### src/rtl/cmp_ccr_pkg.sv
package cmp_ccr_pkg;

  localparam int CCR_W = 8;

  localparam int BIT_C  = 0;
  localparam int BIT_V  = 1;
  localparam int BIT_Z  = 2;
  localparam int BIT_N  = 3;
  localparam int BIT_I  = 4;
  localparam int BIT_LR = 5;
  localparam int BIT_R  = 6;
  localparam int BIT_A  = 7;

  typedef enum logic [1:0] {
    OP_CMP   = 2'd0,
    OP_CMPG  = 2'd1,
    OP_ORCCR = 2'd2,
    OP_RSVD  = 2'd3
  } cmpOp_e;

  // strobes from control to datapath
  typedef struct packed {
    logic updArith;  // write C, V, Z, N
    logic updLr;     // apply plain-compare LR rule
    logic updR;      // apply compare-greater R rule
    logic orImm;     // OR immediate into CCR
  } ccrStrb_t;

endpackage

### src/rtl/cmp_ccr_ctrl.sv
module cmp_ccr_ctrl
  import cmp_ccr_pkg::*;
(
  input  logic       clk,
  input  logic       rst,
  input  logic       inValid,
  input  logic [1:0] inOp,
  output ccrStrb_t   strb,
  output logic       done
);

  cmpOp_e opDec;

  always_comb begin
    opDec = cmpOp_e'(inOp);
    strb  = '0;
    if (inValid) begin
      unique case (opDec)
        OP_CMP: begin
          strb.updArith = 1'b1;
          strb.updLr    = 1'b1;
        end
        OP_CMPG: begin
          strb.updArith = 1'b1;
          strb.updR     = 1'b1;
        end
        OP_ORCCR: strb.orImm = 1'b1;
        default:  strb = '0;
      endcase
    end
  end

  always_ff @(posedge clk) begin
    if (rst) done <= 1'b0;
    else     done <= inValid;
  end

endmodule

### src/rtl/cmp_ccr_dp.sv
module cmp_ccr_dp
  import cmp_ccr_pkg::*;
#(
  parameter int DATA_W = 32
) (
  input  logic              clk,
  input  logic              rst,
  input  ccrStrb_t          strb,
  input  logic [DATA_W-1:0] srcA,
  input  logic [DATA_W-1:0] srcB,
  output logic [CCR_W-1:0]  ccr
);

  localparam int MSB = DATA_W - 1;

  logic [DATA_W:0]   diffExt;
  logic [DATA_W-1:0] diff;
  logic              borrowFlag;
  logic              ovfFlag;
  logic              zeroFlag;
  logic              negFlag;
  logic              signedLess;
  logic [CCR_W-1:0]  ccrNext;

  // subtract with one extra bit to catch the borrow
  always_comb begin
    diffExt    = {1'b0, srcB} - {1'b0, srcA};
    diff       = diffExt[DATA_W-1:0];
    borrowFlag = diffExt[DATA_W];
    ovfFlag    = (srcA[MSB] != srcB[MSB]) && (diff[MSB] != srcB[MSB]);
    zeroFlag   = (diff == '0);
    negFlag    = diff[MSB];
    signedLess = negFlag ^ ovfFlag;
  end

  always_comb begin
    ccrNext = ccr;
    if (strb.updArith) begin
      ccrNext[BIT_C] = borrowFlag;
      ccrNext[BIT_V] = ovfFlag;
      ccrNext[BIT_Z] = zeroFlag;
      ccrNext[BIT_N] = negFlag;
    end
    if (strb.updLr && !signedLess)
      ccrNext[BIT_LR] = 1'b0;
    if (strb.updR && signedLess && !ccr[BIT_LR])
      ccrNext[BIT_R] = 1'b0;
    if (strb.orImm)
      ccrNext = ccr | srcA[CCR_W-1:0];
  end

  always_ff @(posedge clk) begin
    if (rst) ccr <= '0;
    else     ccr <= ccrNext;
  end

endmodule

### src/rtl/cmp_ccr_unit.sv
module cmp_ccr_unit
  import cmp_ccr_pkg::*;
#(
  parameter int DATA_W = 32
) (
  input  logic              clk,
  input  logic              rst,
  input  logic              inValid,
  input  logic [1:0]        inOp,
  input  logic [DATA_W-1:0] srcA,
  input  logic [DATA_W-1:0] srcB,
  output logic [CCR_W-1:0]  ccr,
  output logic              done
);

  ccrStrb_t strb;

  cmp_ccr_ctrl u_ctrl (
    .clk     (clk),
    .rst     (rst),
    .inValid (inValid),
    .inOp    (inOp),
    .strb    (strb),
    .done    (done)
  );

  cmp_ccr_dp #(.DATA_W(DATA_W)) u_dp (
    .clk  (clk),
    .rst  (rst),
    .strb (strb),
    .srcA (srcA),
    .srcB (srcB),
    .ccr  (ccr)
  );

endmodule

### config.mk
export PLATFORM = sky130hd
export DESIGN_NAME = cmp_ccr_unit
export DESIGN_NICKNAME = d
export VERILOG_FILES = /design/src/rtl/cmp_ccr_pkg.sv /design/src/rtl/cmp_ccr_ctrl.sv /design/src/rtl/cmp_ccr_dp.sv /design/src/rtl/cmp_ccr_unit.sv
export SDC_FILE = /design/constraint.sdc
export NUM_CORES = 1
export LEC_CHECK = 0
export ABC_AREA = 1
export BUFFER_PORTS_ARGS = -buffer_cell sky130_fd_sc_hd__buf_4
export CAP_MARGIN = 20
export CORE_ASPECT_RATIO = 0.9
export CORE_MARGIN = 5
export CORE_UTILIZATION = 28
export CTS_BUF_LIST = sky130_fd_sc_hd__clkbuf_8 sky130_fd_sc_hd__clkbuf_16
export DETAILED_ROUTE_END_ITERATION = 12
export SYNTH_ARGS = -nofsm -noshare
export SYNTH_HDL_FRONTEND = slang
export SYNTH_SLANG_ARGS = --single-unit
### constraint.sdc
create_clock -name clk -period 3.6 [get_ports clk]
set_input_delay 0.18 -clock clk [delete_from_list [all_inputs] [get_ports clk]]
set_output_delay 0.18 -clock clk [all_outputs]
set_load 0.01 [all_outputs]
==> metrics.txt <==
# TYPE chip_impl_metric gauge
chip_impl_metric{name="required_time_of_the_critical_path",unit="ps"} 3780
chip_impl_metric{name="placement_rows",unit=""} 35
chip_impl_metric{name="synth_simple_gate_area_share",unit="%"} 48.78
chip_impl_info{name="synth_area_leader_cell",value="nand2_1"} 1
chip_impl_metric{name="overflow",unit=""} 0
chip_impl_metric{name="netlist-cell-type-count",unit=""} 32
chip_impl_metric{name="synth-seq-area-share",unit="%"} 6.288
chip_impl_metric{name="core_area",unit="sq um"} 10120
chip_impl_metric{name="power-per-cell-area",unit="nW/um^2"} 220.1
chip_impl_metric{name="top_level_ports",unit=""} 78
chip_impl_metric{name="post_synth.cell_area_avg",unit="sq um"} 5.089
chip_impl_metric{name="place.detailed.instances",unit=""} 771
chip_impl_metric{name="power.ir.vdd_worst",unit="V"} 0.0001940
chip_impl_metric{name="first_iter_violations",unit=""} 154
chip_impl_metric{name="finalCritPeriodShare",unit="%"} 86.00
chip_impl_metric{name="drt-total-wl",unit="um"} 9062
chip_impl_metric{name="via_count_of_the_first_global_routing_pass",unit=""} 3240
chip_impl_info{name="timing.rr.start",value="u_dp.ccr[5]"} 1
chip_impl_metric{name="antenna_cells_inserted",unit=""} 0
chip_impl_metric{name="postSynthRegisterBits",unit=""} 9
chip_impl_metric{name="postSynthNetCount",unit=""} 666
chip_impl_metric{name="timing_hold_violations_final",unit=""} 0
chip_impl_metric{name="drive_above_1_share",unit="%"} 15.17
chip_impl_metric{name="relSlewSlack",unit="%"} 61.34
chip_impl_metric{name="post-route-util",unit="%"} 36.56
chip_impl_metric{name="grt.total_usage",unit="%"} 14.71
chip_impl_metric{name="rr_worst_depth",unit=""} 3
chip_impl_metric{name="worst_ep_arrival_time",unit="ps"} 3270
chip_impl_metric{name="drtPass1Iterations",unit=""} 5
chip_impl_info{name="cts_tree",value="done"} 1
chip_impl_info{name="critical_path.most_common_cell",value="nand2_1"} 1
chip_impl_metric{name="synth_xor_xnor_area_share",unit="%"} 1.834
chip_impl_metric{name="grt_first_pass_wirelength",unit="um"} 15060
chip_impl_metric{name="grt_max_degree",unit=""} 10
chip_impl_info{name="cells_along_the_critical_path",value="buf_4 -> inv_1 -> ha_1 -> a21oi_1 -> o21a_1 -> nand2_1 -> a21oi_1 -> nand2_1 -> a21oi_1 -> o21bai_1 -> fa_1 -> inv_1 -> nand3_1 -> a21oi_1 -> nand2_1 -> nor2_1 -> nand2_1 -> nor2_1 -> nand3_1 -> nor2_1 -> nand3_1 -> nor2_1 -> nand2_1 -> a21oi_2"} 1
chip_impl_metric{name="place_congestion",unit=""} 0.8951
chip_impl_info{name="cp_max_delay_cell",value="fa_1"} 1
chip_impl_metric{name="maxCapViolations",unit=""} 0
chip_impl_info{name="min_to",value="u_dp.ccr[0]"} 1
chip_impl_metric{name="area_growth_syn_to_layout",unit="%"} 29.08
chip_impl_info{name="crit_path_start",value="srcA[18]"} 1
chip_impl_info{name="criticalPathCategory",value="primary input to flip-flop"} 1
chip_impl_metric{name="htree_levels",unit=""} 1
chip_impl_metric{name="route.detailed.drc",unit=""} 0
chip_impl_metric{name="holdWs",unit="ps"} 139.7
chip_impl_metric{name="fin_worst_skew",unit="ps"} 0.03242
chip_impl_metric{name="final-instance-count-excl-fill",unit=""} 775
chip_impl_metric{name="cp_max_fo",unit=""} 5
chip_impl_metric{name="die-width",unit="um"} 116.6
chip_impl_metric{name="finish.net_count",unit=""} 750
chip_impl_metric{name="fin_crit",unit="ps"} 3096
chip_impl_info{name="critical_path_start_type",value="primary input"} 1
chip_impl_metric{name="initial_utilization",unit="%"} 28.32
chip_impl_metric{name="tightest_slew",unit="ps"} 577.8
chip_impl_info{name="rsz0062_at_grt",value="no"} 1
chip_impl_metric{name="synth_top_area_share",unit="%"} 25.94
chip_impl_metric{name="netlist_instances",unit=""} 563
chip_impl_metric{name="cts_sinks",unit=""} 9
chip_impl_metric{name="cts_hold_buffers",unit=""} 0
chip_impl_metric{name="hold-path-cell-count",unit=""} 2
chip_impl_metric{name="cts_buffers",unit=""} 3
chip_impl_metric{name="post_synth_mux_area_share",unit="%"} 0
chip_impl_metric{name="hpwl",unit="um"} 8124
chip_impl_metric{name="post_synth_fa_ha_maj_area_fraction",unit="%"} 15.37
chip_impl_info{name="clock_tree.root_cell",value="clkbuf_16"} 1
chip_impl_metric{name="rrSetupSlack",unit="ps"} 2780
chip_impl_info{name="end_kind",value="flip-flop"} 1
chip_impl_info{name="run_status",value="finished clean"} 1
chip_impl_metric{name="path_buf_inv",unit=""} 3
chip_impl_metric{name="post-cts-setup-buffers",unit=""} 0
chip_impl_info{name="synth_top_family_by_area",value="simple AND/OR/NAND/NOR gates"} 1
chip_impl_info{name="regToRegEndpoint",value="u_dp.ccr[6]"} 1
chip_impl_metric{name="power.static_leakage",unit="nW"} 2.255
chip_impl_metric{name="route.detailed.wl_per_inst",unit="um"} 11.69
chip_impl_info{name="synth.top_cells.by_area",value="nand2_1, inv_1, ha_1"} 1
chip_impl_metric{name="final_setup_tns",unit="ps"} 0
chip_impl_metric{name="port_buffers",unit=""} 77
chip_impl_metric{name="die-area",unit="sq um"} 12360
chip_impl_info{name="min-delay-start",value="rst"} 1
chip_impl_metric{name="ant_nets",unit=""} 0
chip_impl_metric{name="grt_antenna_before_repair",unit=""} 0
chip_impl_metric{name="worst_path_largest_cell_delay",unit="ps"} 480
chip_impl_metric{name="max_clock_freq",unit="MHz"} 323.0
chip_impl_metric{name="syn-cell-area",unit="sq um"} 2865
chip_impl_info{name="tightest_hold_check_type",value="primary input to flip-flop"} 1
chip_impl_metric{name="complex_gate_fraction_of_the_synthesized_area",unit="%"} 10.70
chip_impl_metric{name="yosysWarnings",unit=""} 0
chip_impl_metric{name="worst_setup_hold_path_clk_slew",unit="ps"} 40
chip_impl_info{name="critPathTopFamily",value="compound AO/OA/AOI/OAI gates"} 1
chip_impl_metric{name="fin_total_pwr",unit="mW"} 0.8142
chip_impl_metric{name="vias_per_cell",unit=""} 4.431
chip_impl_metric{name="clk_path_buf_depth",unit=""} 2
chip_impl_metric{name="vias",unit=""} 3434
chip_impl_metric{name="clkLatencyLatePin",unit="ps"} 240
chip_impl_metric{name="drv_slew",unit=""} 0
chip_impl_metric{name="die_outline_height",unit="um"} 106.0
chip_impl_metric{name="setup-violations-final",unit=""} 0
chip_impl_metric{name="ctsResizeCount",unit=""} 0
## cell usage in the layout (no fill, tap or decap), types with 2 or more instances in the layout
master	Yosys	layout
xnor2_1	3	3
nand2_1	198	198
nand3b_1	9	9
xor2_1	3	3
nor2_4	2	2
dfxtp_1	9	9
nand2_2	6	6
o21ai_0	5	5
nand4_1	3	3
a21oi_2	3	3
a21o_1	2	2
nor3_1	8	8
a21oi_1	25	25
fa_1	2	2
nor2_1	68	68
clkbuf_16	0	3
o21a_1	4	4
inv_1	129	130
ha_1	32	32
o21bai_1	4	4
buf_4	0	79
nand3_1	36	36
## worst register-to-register path: cells and delay by family (launching register included)
kind / cells / cell delay [ps]
compound gates: 2 / 210
simple gates: 1 / 180
flops: 1 / 320
## cells in the mapped netlist
cell      count
o31ai_1       1
a21boi_0      1
dfxtp_1       9
nor2_4        2
a21oi_1      25
a31oi_1       1
fa_1          2
inv_2         1
nor3_1        8
nand2_2       6
xnor2_1       3
xor2_1        3
a21o_1        2
o21bai_1      4
nand4_1       3
o21a_1        4
o21ai_0       5
nand3_2       1
a221oi_1      1
inv_1       129
nand3b_1      9
nand3_1      36
nor2_2        1
a21oi_2       3
a21boi_1      1
ha_1         32
nor3_2        1
o311a_1       1
nand2_1     198
or2_2         1
a211oi_1      1
nor2_1       68
## flip-flops by register name, summed over array words and instances, names as in the netlist
signal       cells
u_ctrl.done      1
u_dp.ccr         8
## final cells by class
class / count / area, sq um
flip-flops and latches: 9 / 180.2
multi-input cells: 424 / 2197
clock inverters: 1 / 3.754
fillers: 1149 / 6417
inverters: 130 / 488.0
repair buffers: 79 / 593.1
clock buffers: 3 / 75.07
well taps: 129 / 161.4
## power breakdown
part           total [mW]  switching [mW]  internal (mW)
Combinational       0.506           0.301          0.205
Clock               0.198          0.0527          0.145
Sequential          0.110         0.00365          0.106
Total               0.814           0.358          0.456
## cell families after synthesis
| group | Yosys count |
|---|---|
| and+or+nand+nor | 334 |
| buffers and inverters | 130 |
| AOI/OAI and AO/OA | 50 |
| adders and majority gates | 34 |
| DFF | 9 |
| xor gates and xnor gates | 6 |
## worst max-delay path by stage
stage                             end  slack [ps]  cells after the start
after floorplan           u_dp.ccr[2]         760                     26
after global placement    u_dp.ccr[2]         310                     27
after detailed placement  u_dp.ccr[2]         250                     27
after CTS                 u_dp.ccr[2]         480                     27
after global routing      u_dp.ccr[2]         100                     27
final                     u_dp.ccr[2]         500                     24
## routing by layer
| metal | vias to the layer above | wire length, um | global-route usage (%) |
|---|---|---|---|
| met1 | 1442 | 4690 | 23.20 |
| met5 | - | 0 | 0 |
| met2 | 93 | 3662 | 21.24 |
| met4 | 0 | 95 | 3.194 |
| met3 | 9 | 614 | 1.423 |
| li1 | 1890 | - | - |
## through the flow
stage,area (sq um),worst slack [ps]
2_1_floorplan,2865,757.8
3_3_place_gp,3620,306.7
3_5_place_dp,3620,248.7
4_1_cts,3699,479.7
5_1_grt,3699,96.58
6_report,3699,504.1
Note: power is estimated with default switching activity, not from simulation.
